## src/rtl/trv_pkg.sv

```systemverilog
package trv_pkg;

  typedef struct packed {
    logic hi;
    logic lo;
  } rail_t;

  function automatic rail_t rail_enc(input logic d, input logic t);
    rail_t r;
    r.hi = d & ~t;
    r.lo = d | t;
    return r;
  endfunction

  function automatic rail_t rail_and(input rail_t x, input rail_t y);
    rail_t r;
    r.hi = x.hi & y.hi;
    r.lo = x.lo & y.lo;
    return r;
  endfunction

  function automatic rail_t rail_or(input rail_t x, input rail_t y);
    rail_t r;
    r.hi = x.hi | y.hi;
    r.lo = x.lo | y.lo;
    return r;
  endfunction

  function automatic rail_t rail_not(input rail_t x);
    rail_t r;
    r.hi = ~x.lo;
    r.lo = ~x.hi;
    return r;
  endfunction

endpackage

```

## src/rtl/trv_func_core.sv

```systemverilog
module trv_func_core #(
  parameter int W = 8
) (
  input  logic [W-1:0] a,
  input  logic [W-1:0] b,
  input  logic [W-1:0] s,
  output logic [W-1:0] y
);
  for (genvar i = 0; i < W; i++) begin : g_bit
    assign y[i] = (a[i] & b[i]) | ~s[i];
  end
endmodule

```

## src/rtl/trv_track_core.sv

```systemverilog
module trv_track_core
  import trv_pkg::*;
#(
  parameter int W = 8
) (
  input  logic [W-1:0] a,
  input  logic [W-1:0] b,
  input  logic [W-1:0] s,
  input  logic [W-1:0] a_t,
  input  logic [W-1:0] b_t,
  input  logic [W-1:0] s_t,
  output logic [W-1:0] hi,
  output logic [W-1:0] lo
);
  for (genvar i = 0; i < W; i++) begin : g_bit
    rail_t ra, rb, rs, ro;
    always_comb begin
      ra = rail_enc(a[i], a_t[i]);
      rb = rail_enc(b[i], b_t[i]);
      rs = rail_enc(s[i], s_t[i]);
      ro = rail_or(rail_and(ra, rb), rail_not(rs));
    end
    assign hi[i] = ro.hi;
    assign lo[i] = ro.lo;
  end
endmodule

```

## src/rtl/trv_vote.sv

```systemverilog
module trv_vote #(
  parameter int W = 8
) (
  input  logic [W-1:0] c0,
  input  logic [W-1:0] c1,
  input  logic [W-1:0] c2,
  output logic [W-1:0] maj,
  output logic [W-1:0] split
);
  for (genvar i = 0; i < W; i++) begin : g_bit
    assign maj[i]   = (c0[i] & c1[i]) | (c0[i] & c2[i]) | (c1[i] & c2[i]);
    assign split[i] = (c0[i] ^ c1[i]) | (c0[i] ^ c2[i]);
  end
endmodule

```

## src/rtl/taint_redundancy_voter.sv

```systemverilog
module taint_redundancy_voter #(
  parameter int W = 8
) (
  input  logic         clk,
  input  logic         rst,
  input  logic         mode_redund,
  input  logic [W-1:0] a,
  input  logic [W-1:0] b,
  input  logic [W-1:0] s,
  input  logic [W-1:0] a_taint,
  input  logic [W-1:0] b_taint,
  input  logic [W-1:0] s_taint,
  input  logic [W-1:0] inj_func,
  input  logic [W-1:0] inj_hi,
  input  logic [W-1:0] inj_lo,
  input  logic [W-1:0] inj_val,
  output logic [W-1:0] result,
  output logic         fault,
  output logic [W-1:0] taint
);
  localparam logic [W-1:0] ZERO = '0;

  logic [W-1:0] at_eff, bt_eff, st_eff;
  logic [W-1:0] f_raw, hi_raw, lo_raw;
  logic [W-1:0] f_cp, hi_cp, lo_cp;
  logic [W-1:0] voted, split;

  assign at_eff = mode_redund ? ZERO : a_taint;
  assign bt_eff = mode_redund ? ZERO : b_taint;
  assign st_eff = mode_redund ? ZERO : s_taint;

  trv_func_core #(.W(W)) u_func (.a(a), .b(b), .s(s), .y(f_raw));

  trv_track_core #(.W(W)) u_track (
    .a(a), .b(b), .s(s),
    .a_t(at_eff), .b_t(bt_eff), .s_t(st_eff),
    .hi(hi_raw), .lo(lo_raw)
  );

  assign f_cp  = (f_raw  & ~inj_func) | (inj_val & inj_func);
  assign hi_cp = (hi_raw & ~inj_hi)   | (inj_val & inj_hi);
  assign lo_cp = (lo_raw & ~inj_lo)   | (inj_val & inj_lo);

  trv_vote #(.W(W)) u_vote (
    .c0(f_cp), .c1(hi_cp), .c2(lo_cp), .maj(voted), .split(split)
  );

  always_ff @(posedge clk) begin
    if (rst) begin
      result <= '0;
      fault  <= 1'b0;
      taint  <= '0;
    end else if (mode_redund) begin
      result <= voted;
      fault  <= |split;
      taint  <= '0;
    end else begin
      result <= f_cp;
      fault  <= 1'b0;
      taint  <= hi_cp ^ lo_cp;
    end
  end
endmodule

```

## config.mk

```make
export PLATFORM = sky130hd
export DESIGN_NAME = taint_redundancy_voter
export DESIGN_NICKNAME = d
export VERILOG_FILES = /design/src/rtl/trv_pkg.sv /design/src/rtl/trv_func_core.sv /design/src/rtl/trv_track_core.sv /design/src/rtl/trv_vote.sv /design/src/rtl/taint_redundancy_voter.sv
export SDC_FILE = /design/constraint.sdc
export NUM_CORES = 1
export LEC_CHECK = 0
export ABC_AREA = 1
export BUFFER_PORTS_ARGS = -buffer_cell sky130_fd_sc_hd__buf_2
export CORE_MARGIN = 8
export CORE_UTILIZATION = 48
export CTS_CLUSTER_DIAMETER = 80
export CTS_CLUSTER_SIZE = 12
export DETAILED_ROUTE_END_ITERATION = 6
export HOLD_SLACK_MARGIN = 0.03
export PLACE_DENSITY = 0.81
export SETUP_SLACK_MARGIN = 0.05
export SYNTH_ARGS = -nofsm -noshare
export SYNTH_HDL_FRONTEND = slang
export SYNTH_HIERARCHICAL = 1
export SYNTH_SLANG_ARGS = --single-unit
```

## constraint.sdc

```tcl
create_clock -name clk -period 2 [get_ports clk]
set_input_delay 0 -clock clk [delete_from_list [all_inputs] [get_ports clk]]
set_output_delay 0 -clock clk [all_outputs]
set_load 0.01 [all_outputs]
```

### Word-level counts from Yosys, hierarchy flattened

Cells that the tools add are included.

| operators by class | value |
|---|---|
| bitwise operators | 222 |
| add/sub/neg operators | 0 |
| multiply operators | 0 |
| multiplexer cells | 4 |
| reduce and logical (&&, ||, !) cells | 3 |
| shift operators | 0 |
| eq/ne operators | 0 |
| divide/modulo/power cells | 0 |
| $lt $le $gt $ge | 0 |

Operators with widths:

| kind | count |
|---|---|
| $and A1 B1 Y1 | 72 |
| $or A1 B1 Y1 | 72 |
| $not A1 Y1 | 49 |
| $and A8 B8 Y8 | 6 |
| $mux W8 | 4 |
| $not A8 Y8 | 3 |
| $or A8 B8 Y8 | 3 |
| $xor A1 B1 Y1 | 16 |
| $reduce_or A8 Y1 | 1 |
| $xor A8 B8 Y8 | 1 |
| $reduce_or A2 Y1 | 2 |

| storage, ports and cells | value |
|---|---|
| register bits after elaboration | 17 |
| memories | 0 |
| word-level logic and storage cells | 232 |
| input bits | 83 |
| latch bits | 0 |
| RAM bits | 0 |
| bits in read-only memories | 0 |

### Longest topological paths before layout

Gate-level depths: netlist of the first run.

| logic depth | value |
|---|---|
| depth after elaboration | 11 |
| mapped depth | 17 |
| mapped depth without buffers | 16 |

### Modules after synthesis

Netlist of the first run, hierarchy kept.

Modules (own cells, without submodules):

| module | cells an instance | area an instance (um^2) | sequential area each (um^2) | times used |
|---|---|---|---|---|
| taint_redundancy_voter | 257 | 1306.3 | 340.3 | 1 |
| trv_track_core | 128 | 500.5 | 0.0 | 1 |
| trv_vote | 48 | 340.3 | 0.0 | 1 |
| trv_func_core | 16 | 60.1 | 0.0 | 1 |

### Worst setup path after synthesis of the first run

OpenSTA, ideal clock, no wires.

| timing path | value |
|---|---|
| kind | input to register |
| from | input port mode_redund |
| to | register fault |
| library setup time | 0.111 ns |
| required time | 1.889 ns |
| slack | 0.410 ns |
| stages on the path | 17 |
| arrival time | 1.479 ns |
| cell sequence | buf_6 > buf_2 > nor2_1 > inv_1 > nand2_1 > nand2_1 > nand2_1 > inv_1 > nand2_1 > nand2_1 > inv_1 > ha_1 > or2_1 > nor2_1 > nand2_1 > nor2_1 > nor2_1 |

| between the ends | value |
|---|---|
| elaborated cells between the ends (all ways) | 154 |
| those cells by class | 3 x mux; 149 x bitwise; 2 x reduce/logical |

RTL lines:

| element | line | source |
|---|---|---|
| start, declared | taint_redundancy_voter.sv:6 | `input logic mode_redund,` |
| $mux W8 | taint_redundancy_voter.sv:28 | `assign at_eff = mode_redund ? ZERO : a_taint;` |
| net at_eff[7] | taint_redundancy_voter.sv:23 | `logic [W-1:0] at_eff, bt_eff, st_eff;` |
| $or A1 B1 Y1 | trv_pkg.sv:11 | `r.lo = d \| t;` |
| $and A1 B1 Y1 | trv_pkg.sv:18 | `r.lo = x.lo & y.lo;` |
| $or A1 B1 Y1 | trv_pkg.sv:25 | `r.lo = x.lo \| y.lo;` |
| net lo_raw[7] | taint_redundancy_voter.sv:24 | `logic [W-1:0] f_raw, hi_raw, lo_raw;` |
| $and A8 B8 Y8 | taint_redundancy_voter.sv:42 | `assign lo_cp = (lo_raw & ~inj_lo) \| (inj_val & inj_lo);` |
| $or A8 B8 Y8 | taint_redundancy_voter.sv:42 |  |
| net lo_cp[7] | taint_redundancy_voter.sv:25 | `logic [W-1:0] f_cp, hi_cp, lo_cp;` |
| $xor A1 B1 Y1 | trv_vote.sv:12 | `assign split[i] = (c0[i] ^ c1[i]) \| (c0[i] ^ c2[i]);` |
| $or A1 B1 Y1 | trv_vote.sv:12 |  |
| net split[7] | taint_redundancy_voter.sv:26 | `logic [W-1:0] voted, split;` |
| $reduce_or A8 Y1 | taint_redundancy_voter.sv:55 | `fault <= \|split;` |
| end signal, assigned | taint_redundancy_voter.sv:55 |  |
| end, declared | taint_redundancy_voter.sv:18 | `output logic fault,` |

The timed path passes the listed nets, and every way through them passes these cells.
A chain may end at the register's enable or synchronous reset.

### Final worst setup path of the first run

| timing path | value |
|---|---|
| from | input port mode_redund |
| to | register fault |

| between the ends | value |
|---|---|
| elaborated cells between the ends (all ways) | 154 |
| those cells by class | 3 x mux; 149 x bitwise; 2 x reduce/logical |

RTL lines:

| element | line | source |
|---|---|---|
| $mux W8 | taint_redundancy_voter.sv:29 | `assign bt_eff = mode_redund ? ZERO : b_taint;` |
| net bt_eff[3] | taint_redundancy_voter.sv:23 |  |
| $or A1 B1 Y1 | trv_pkg.sv:11 |  |
| $and A1 B1 Y1 | trv_pkg.sv:18 |  |
| $or A1 B1 Y1 | trv_pkg.sv:25 |  |
| net lo_raw[3] | taint_redundancy_voter.sv:24 |  |
| $and A8 B8 Y8 | taint_redundancy_voter.sv:42 |  |
| $or A8 B8 Y8 | taint_redundancy_voter.sv:42 |  |
| net lo_cp[3] | taint_redundancy_voter.sv:25 |  |
| $xor A1 B1 Y1 | trv_vote.sv:12 |  |
| $or A1 B1 Y1 | trv_vote.sv:12 |  |
| net split[3] | taint_redundancy_voter.sv:26 |  |
| $reduce_or A8 Y1 | taint_redundancy_voter.sv:55 |  |

The timed path passes the listed nets, and every way through them passes these cells.

==> flow_summary.toml, run 1 <==
[status]
status = "finished, final reports clean"

[layout]
drive_above_1_share_pct = 20.07
final_common_cell = "nand2_1"
fin_area_mm2 = 0.002796
mostFrequentLayoutCells = "nand2_1, inv_1, buf_2, nor2_1, dfxtp_1"
fill_cells = 462
antenna_cells = 0
multiInputGateArea_mm2 = 0.001345
fin_nets = 648
seq_area_um2 = 340.3
area_growth_pct = 26.70

[cts]
cts_root_buf = "clkbuf_8"
post-cts-setup-buffers = 0
ctsResizeCount = 0
cts_max_level = 1
clock_sinks = 17
numCtsBuffers = 3
cts_tree = "done"
cts_buffer_depth = 2
postCtsHoldBufs = 0
clk_pin_slew_ps = 70

[power_and_ir_drop]
swShare_pct = 36.01
vdd_drop_max_v = 0.0002847
switching_power_w = 0.0004057
power_frac_clock_pct = 22.7
p_total_w = 0.001127
leakagePower_nw = 2.037
seq_power_share_pct = 33.1
pwr_density_cell_mw_per_mm2 = 402.9
p_comb_share_pct = 44.1
intPower_w = 0.0007209

[drt]
wl_per_cell_um = 8.725
route.detailed.drc = 0
antenna_left = 0
vias = 2557
drt-total-wl_mm = 5.235
routed_via_density = 4.262
firstDrtPassIters = 4
drt_iter0_markers = 64

[worst_hold_path]
hold_path.class = "in -> reg"
hold_depth = 4
hp-start = "inj_func[6]"
worstHoldEndpoint = "result[6]$_SDFF_PP0_"

[setup_path]
crit_type = "in -> reg"
critPathArrivalTime_ps = 1660
cp_slowest_cell = "or2_1"
crit_path_end_kind = "flip-flop"
cpMostUsedCell = "nand2_1"
critPathTopFamily = "simple AND/OR/NAND/NOR gates"
worst-path-max-fanout = 34
critPathBufInv = 5
startpoint_type = "primary input"
cp_cell_sequence = "buf_2 -> buf_12 -> nor2_1 -> inv_1 -> nand2_1 -> nand2_1 -> nand2_1 -> inv_1 -> nand2_1 -> nand2_1 -> inv_1 -> ha_1 -> or2_1 -> nor2_1 -> nand2_1 -> nor2_1 -> nor2_1"
critPathRequiredTime_ps = 2140
slowest_delay_ps = 220

[grt]
grtUsageTotal_pct = 14.97
grt_pass1_wl_mm = 9.439
grt_pass1_vias = 2450
antenna_found_initial = 0
gr-total-overflow = 0
grt_max_degree = 35

[timing]
slew_viol_final = 0
finalHoldViolCount = 0
fmax_ghz = 0.6596
setup-violations-final = 0
fin_crit_ps = 1516
worst_pin_slew_ps = 357.7
setup_tns_ps = 0
fin_crit_sh_pct = 75.81
max-slew-margin-rel_pct = 76.15
rsz0062_at_grt = "false"

[floorplanning]
dieWidth_um = 83.81
core_area_mm2 = 0.004384
initial_core_util_pct = 50.34
fp-row-count = 24
dieArea_mm2 = 0.007024
die-height_um = 83.81
io_pins = 100

[synth]
yosys.cell_types.count = 15
ys_seq_area_share_pct = 15.42
syn_nets = 548
ys_warn_count = 6
syn_inst = 449
ys_ff_latch = 17
synth_area_per_cell_um2 = 4.916
syn-cell-area_mm2 = 0.002207

[placed_design]
dpl-instance-area_mm2 = 0.002750
place_hpwl_mm = 4.559
portBuffers = 99
gp_congestion = 0.8369

[job]
cap_violations = 0
==> area by class of cell <==
cell class                 instances  area share [%]
clock buffer                       3           1.477
tap                               52           2.327
sequential                        17           12.17
inverter                         129           17.32
multi-input combinational        298           48.10
clock inverter                     1          0.1790
timing repair buffer             100           18.43
==> per-layer routing <==
layer | global-route usage (%) | share of wire, %
met1 | 15.56 | 43
met4 | 3.140 | 0.97
met5 | 0 | 0
met3 | 3.027 | 6.2
met2 | 29.47 | 50
==> cell usage after synthesis <==
cell | n | area, µm²
nand2_1 | 169 | 634.4
inv_1 | 128 | 480.5
nor2_1 | 76 | 285.3
dfxtp_1 | 17 | 340.3
ha_1 | 16 | 200.2
a21oi_1 | 8 | 40.04
nand3_1 | 8 | 40.04
or2_0 | 8 | 50.05
or2_1 | 8 | 50.05
buf_2 | 3 | 15.01
buf_6 | 2 | 22.52
nand2_2 | 2 | 12.51
nor2_2 | 2 | 12.51
inv_2 | 1 | 3.750
nor2_8 | 1 | 20.02
==> metrics by stage <==
stage / util (%) / instances / setup WS (ps) / hold slack [ps]
5_1_grt: 63.78 / 600 / 231.2 / 103.2
3_5_place_dp: 62.73 / 596 / 220.1 / 347.5
4_1_cts: 63.78 / 600 / 474.6 / 85.79
2_1_floorplan: - / 449 / 409.9 / 148.4
6_report: 63.78 / 600 / 483.9 / 85.71
3_3_place_gp: 62.73 / 596 / 268.0 / 342.8
==> worst max-delay path by stage <==
| stage | cells after the start | slack [ps] | startpoint | endpoint |
|---|---|---|---|---|
| after global placement | 17 | 270 | mode_redund | fault$_SDFF_PP0_ |
| after global routing | 17 | 230 | mode_redund | fault$_SDFF_PP0_ |
| after CTS | 17 | 470 | mode_redund | fault$_SDFF_PP0_ |
| final | 17 | 480 | mode_redund | fault$_SDFF_PP0_ |
| after detailed placement | 17 | 220 | mode_redund | fault$_SDFF_PP0_ |
| after floorplan | 17 | 410 | mode_redund | fault$_SDFF_PP0_ |
==> state kept, by name, indices dropped and copies added, names as in the netlist <==
signal / cells
taint: 8
fault: 1
result: 8
==> kinds of logic after synthesis <==
logic type	share of synthesized area (%)
compound gates	1.814
fa+ha+maj	9.070
simple gates	50.06
flops	15.42
buf+inv	23.64
==> power by group through the flow <==
stage | sequential (W) | combinational, W | clock (W)
global placement | 0.000382 | 0.000481 | 0
global route | 0.000376 | 0.000588 | 0.000273
detailed placement | 0.000381 | 0.000503 | 0
CTS | 0.000374 | 0.000505 | 0.000260
floorplan | 0.000396 | 0.000307 | 0
finish | 0.000373 | 0.000497 | 0.000256
Note: power is estimated with default switching activity, not from simulation.
==> inputs of run 2 (changes only) <==
==> constraint.sdc (replaced) <==
create_clock -name clk -period 1.4 [get_ports clk]
set_input_delay 0 -clock clk [delete_from_list [all_inputs] [get_ports clk]]
set_output_delay 0 -clock clk [all_outputs]
set_load 0.01 [all_outputs]
==> run 2 against run 1 <==
  * Global-route usage grew 1.6 points
  * Non-clock buffer count up 21
  * Cell count up 3.5%
  * Sequential share of layout area shrank 1.7 points
  * The run now ends with setup timing left
  * Count of clock-buffer cells in the layout grew 1
  * Critical path depth decreased by 2
  * Flip-flop and latch count is the same
==> flow_summary.toml, run 2 (synthesis results as in run 1) <==
[grt]
grt_pass1_vias = 2732
antenna_found_initial = 0
grtUsageTotal_pct = 16.59
grt_max_degree = 17
gr-total-overflow = 0
grt_pass1_wl_mm = 10.30

[power_and_ir_drop]
switching_power_w = 0.0006711
p_total_w = 0.001817
leakagePower_nw = 2.169
intPower_w = 0.001146
seq_power_share_pct = 29.5
power_frac_clock_pct = 20.3
pwr_density_cell_mw_per_mm2 = 556.5
swShare_pct = 36.93
p_comb_share_pct = 50.2
vdd_drop_max_v = 0.0003436

[floorplanning]
dieWidth_um = 83.81
die-height_um = 83.81
initial_core_util_pct = 50.34
core_area_mm2 = 0.004384
io_pins = 100
fp-row-count = 24
dieArea_mm2 = 0.007024

[status]
status = "complete, but fails checks"
violations = "setup timing"

[cts]
cts_tree = "done"
postCtsHoldBufs = 0
cts_max_level = 1
cts_buffer_depth = 2
cts_root_buf = "clkbuf_8"
clock_sinks = 17
clk_pin_slew_ps = 70
numCtsBuffers = 3

[timing]
max-slew-margin-rel_pct = 71.39
slew_viol_final = 0
fin_crit_ps = 1411
setup_tns_ps = -11.41
worst_pin_slew_ps = 429.1
setup-violations-final = 1
fmax_ghz = 0.7085
finalHoldViolCount = 0
fin_crit_sh_pct = 100.8
rsz0062_at_grt = "true"
fin_ws_ps = -11.41

[setup_path]
critPathArrivalTime_ps = 1560
worst-path-max-fanout = 6
critPathRequiredTime_ps = 1550
crit_path_end_kind = "flip-flop"
startpoint_type = "primary input"
crit_type = "in -> reg"

[layout]
final_common_cell = "nand2_1"
fin_area_mm2 = 0.003266
fin_nets = 669
mostFrequentLayoutCells = "nand2_1, inv_1, buf_2, nor2_1, nor2_4"
antenna_cells = 0
drive_above_1_share_pct = 32.51
fill_cells = 379
area_growth_pct = 47.96
top_regs = "result (8), taint (8), fault (1)"

[drt]
drt_iter0_markers = 65
routed_via_density = 4.359
wl_per_cell_um = 9.937
drt-total-wl_mm = 6.171
vias = 2707
route.detailed.drc = 0
antenna_left = 0
firstDrtPassIters = 4

[placed_design]
place_hpwl_mm = 4.969
gp_congestion = 0.7984
portBuffers = 99
dpl-instance-area_mm2 = 0.002970

[worst_hold_path]
hold_path.class = "in -> reg"
hold_depth = 4

[job]
cap_violations = 0
run 2: cell count changes in the layout (fill, tap and decap cells not counted), sizes merged:
cell and change:
buf +21, clkbuf +1, clkinv -1
run 2: final cells by class:
cell class                      instances  area, µm²  area share, %
Tap cell                               52      65.06          1.992
Timing Repair Buffer                  121      733.2          22.45
Clock buffer                            4      45.04          1.379
Sequential cell                        17      340.3          10.42
Multi-Input combinational cell        298       1598          48.93
Inverter                              129      484.2          14.83
run 2: power by group through the flow:
stage / registers, W / logic [W] / clock network (W)
floorplan: 0.000566 / 0.000478 / 0
global placement: 0.000547 / 0.000769 / 0
detailed placement: 0.000547 / 0.000804 / 0
CTS: 0.000536 / 0.000855 / 0.000381
global route: 0.000539 / 0.00103 / 0.000404
finish: 0.000536 / 0.000913 / 0.000369
run 2: worst max-delay path, stage by stage:
cell and delay [ps]:
buf_12 110, buf_16 140, nor2_4 30, or2_0 210, nand2_1 60, inv_1 30
nand2_1 40, nand2_1 60, inv_1 70, ha_1 220, or2_1 240, nor2_2 110
nand2_1 70, nor2_1 100, nor2_1 50
run 2: path summary, 6_finish.rpt:
kind,from,end,slack (ps)
setup / recovery,mode_redund,fault$_SDFF_PP0_,-10
hold / removal,inj_func[7],result[7]$_SDFF_PP0_,90
run 2: timing repair:
action                                  4_1_cts  5_1_grt
gates cloned                                  1        0
gates resized for setup                      27       31
endpoints found under the setup margin        1        1
pin swaps                                     6       48
buffers inserted                              1        3
run 2: metal layers:
metal  share of wire (%)  GRT usage, %  vias up
li1                    -             -     1493
met1                  42         17.02     1151
met2                  52         32.07       59
met3                 5.0         3.418        4
met4                0.92         5.338        0
met5                   0             0        -
run 2: per-stage QoR:
stage	utilization, %	std cells	hold WS (ps)	setup WS (ps)
after floorplan	-	449	148.4	-136.7
after global placement	67.75	612	338.4	-331.3
after detailed placement	67.75	612	344.7	-372.5
after CTS	71.63	618	75.92	3.324
after global routing	74.49	621	97.24	-138.6
final	74.49	621	91.32	-11.41
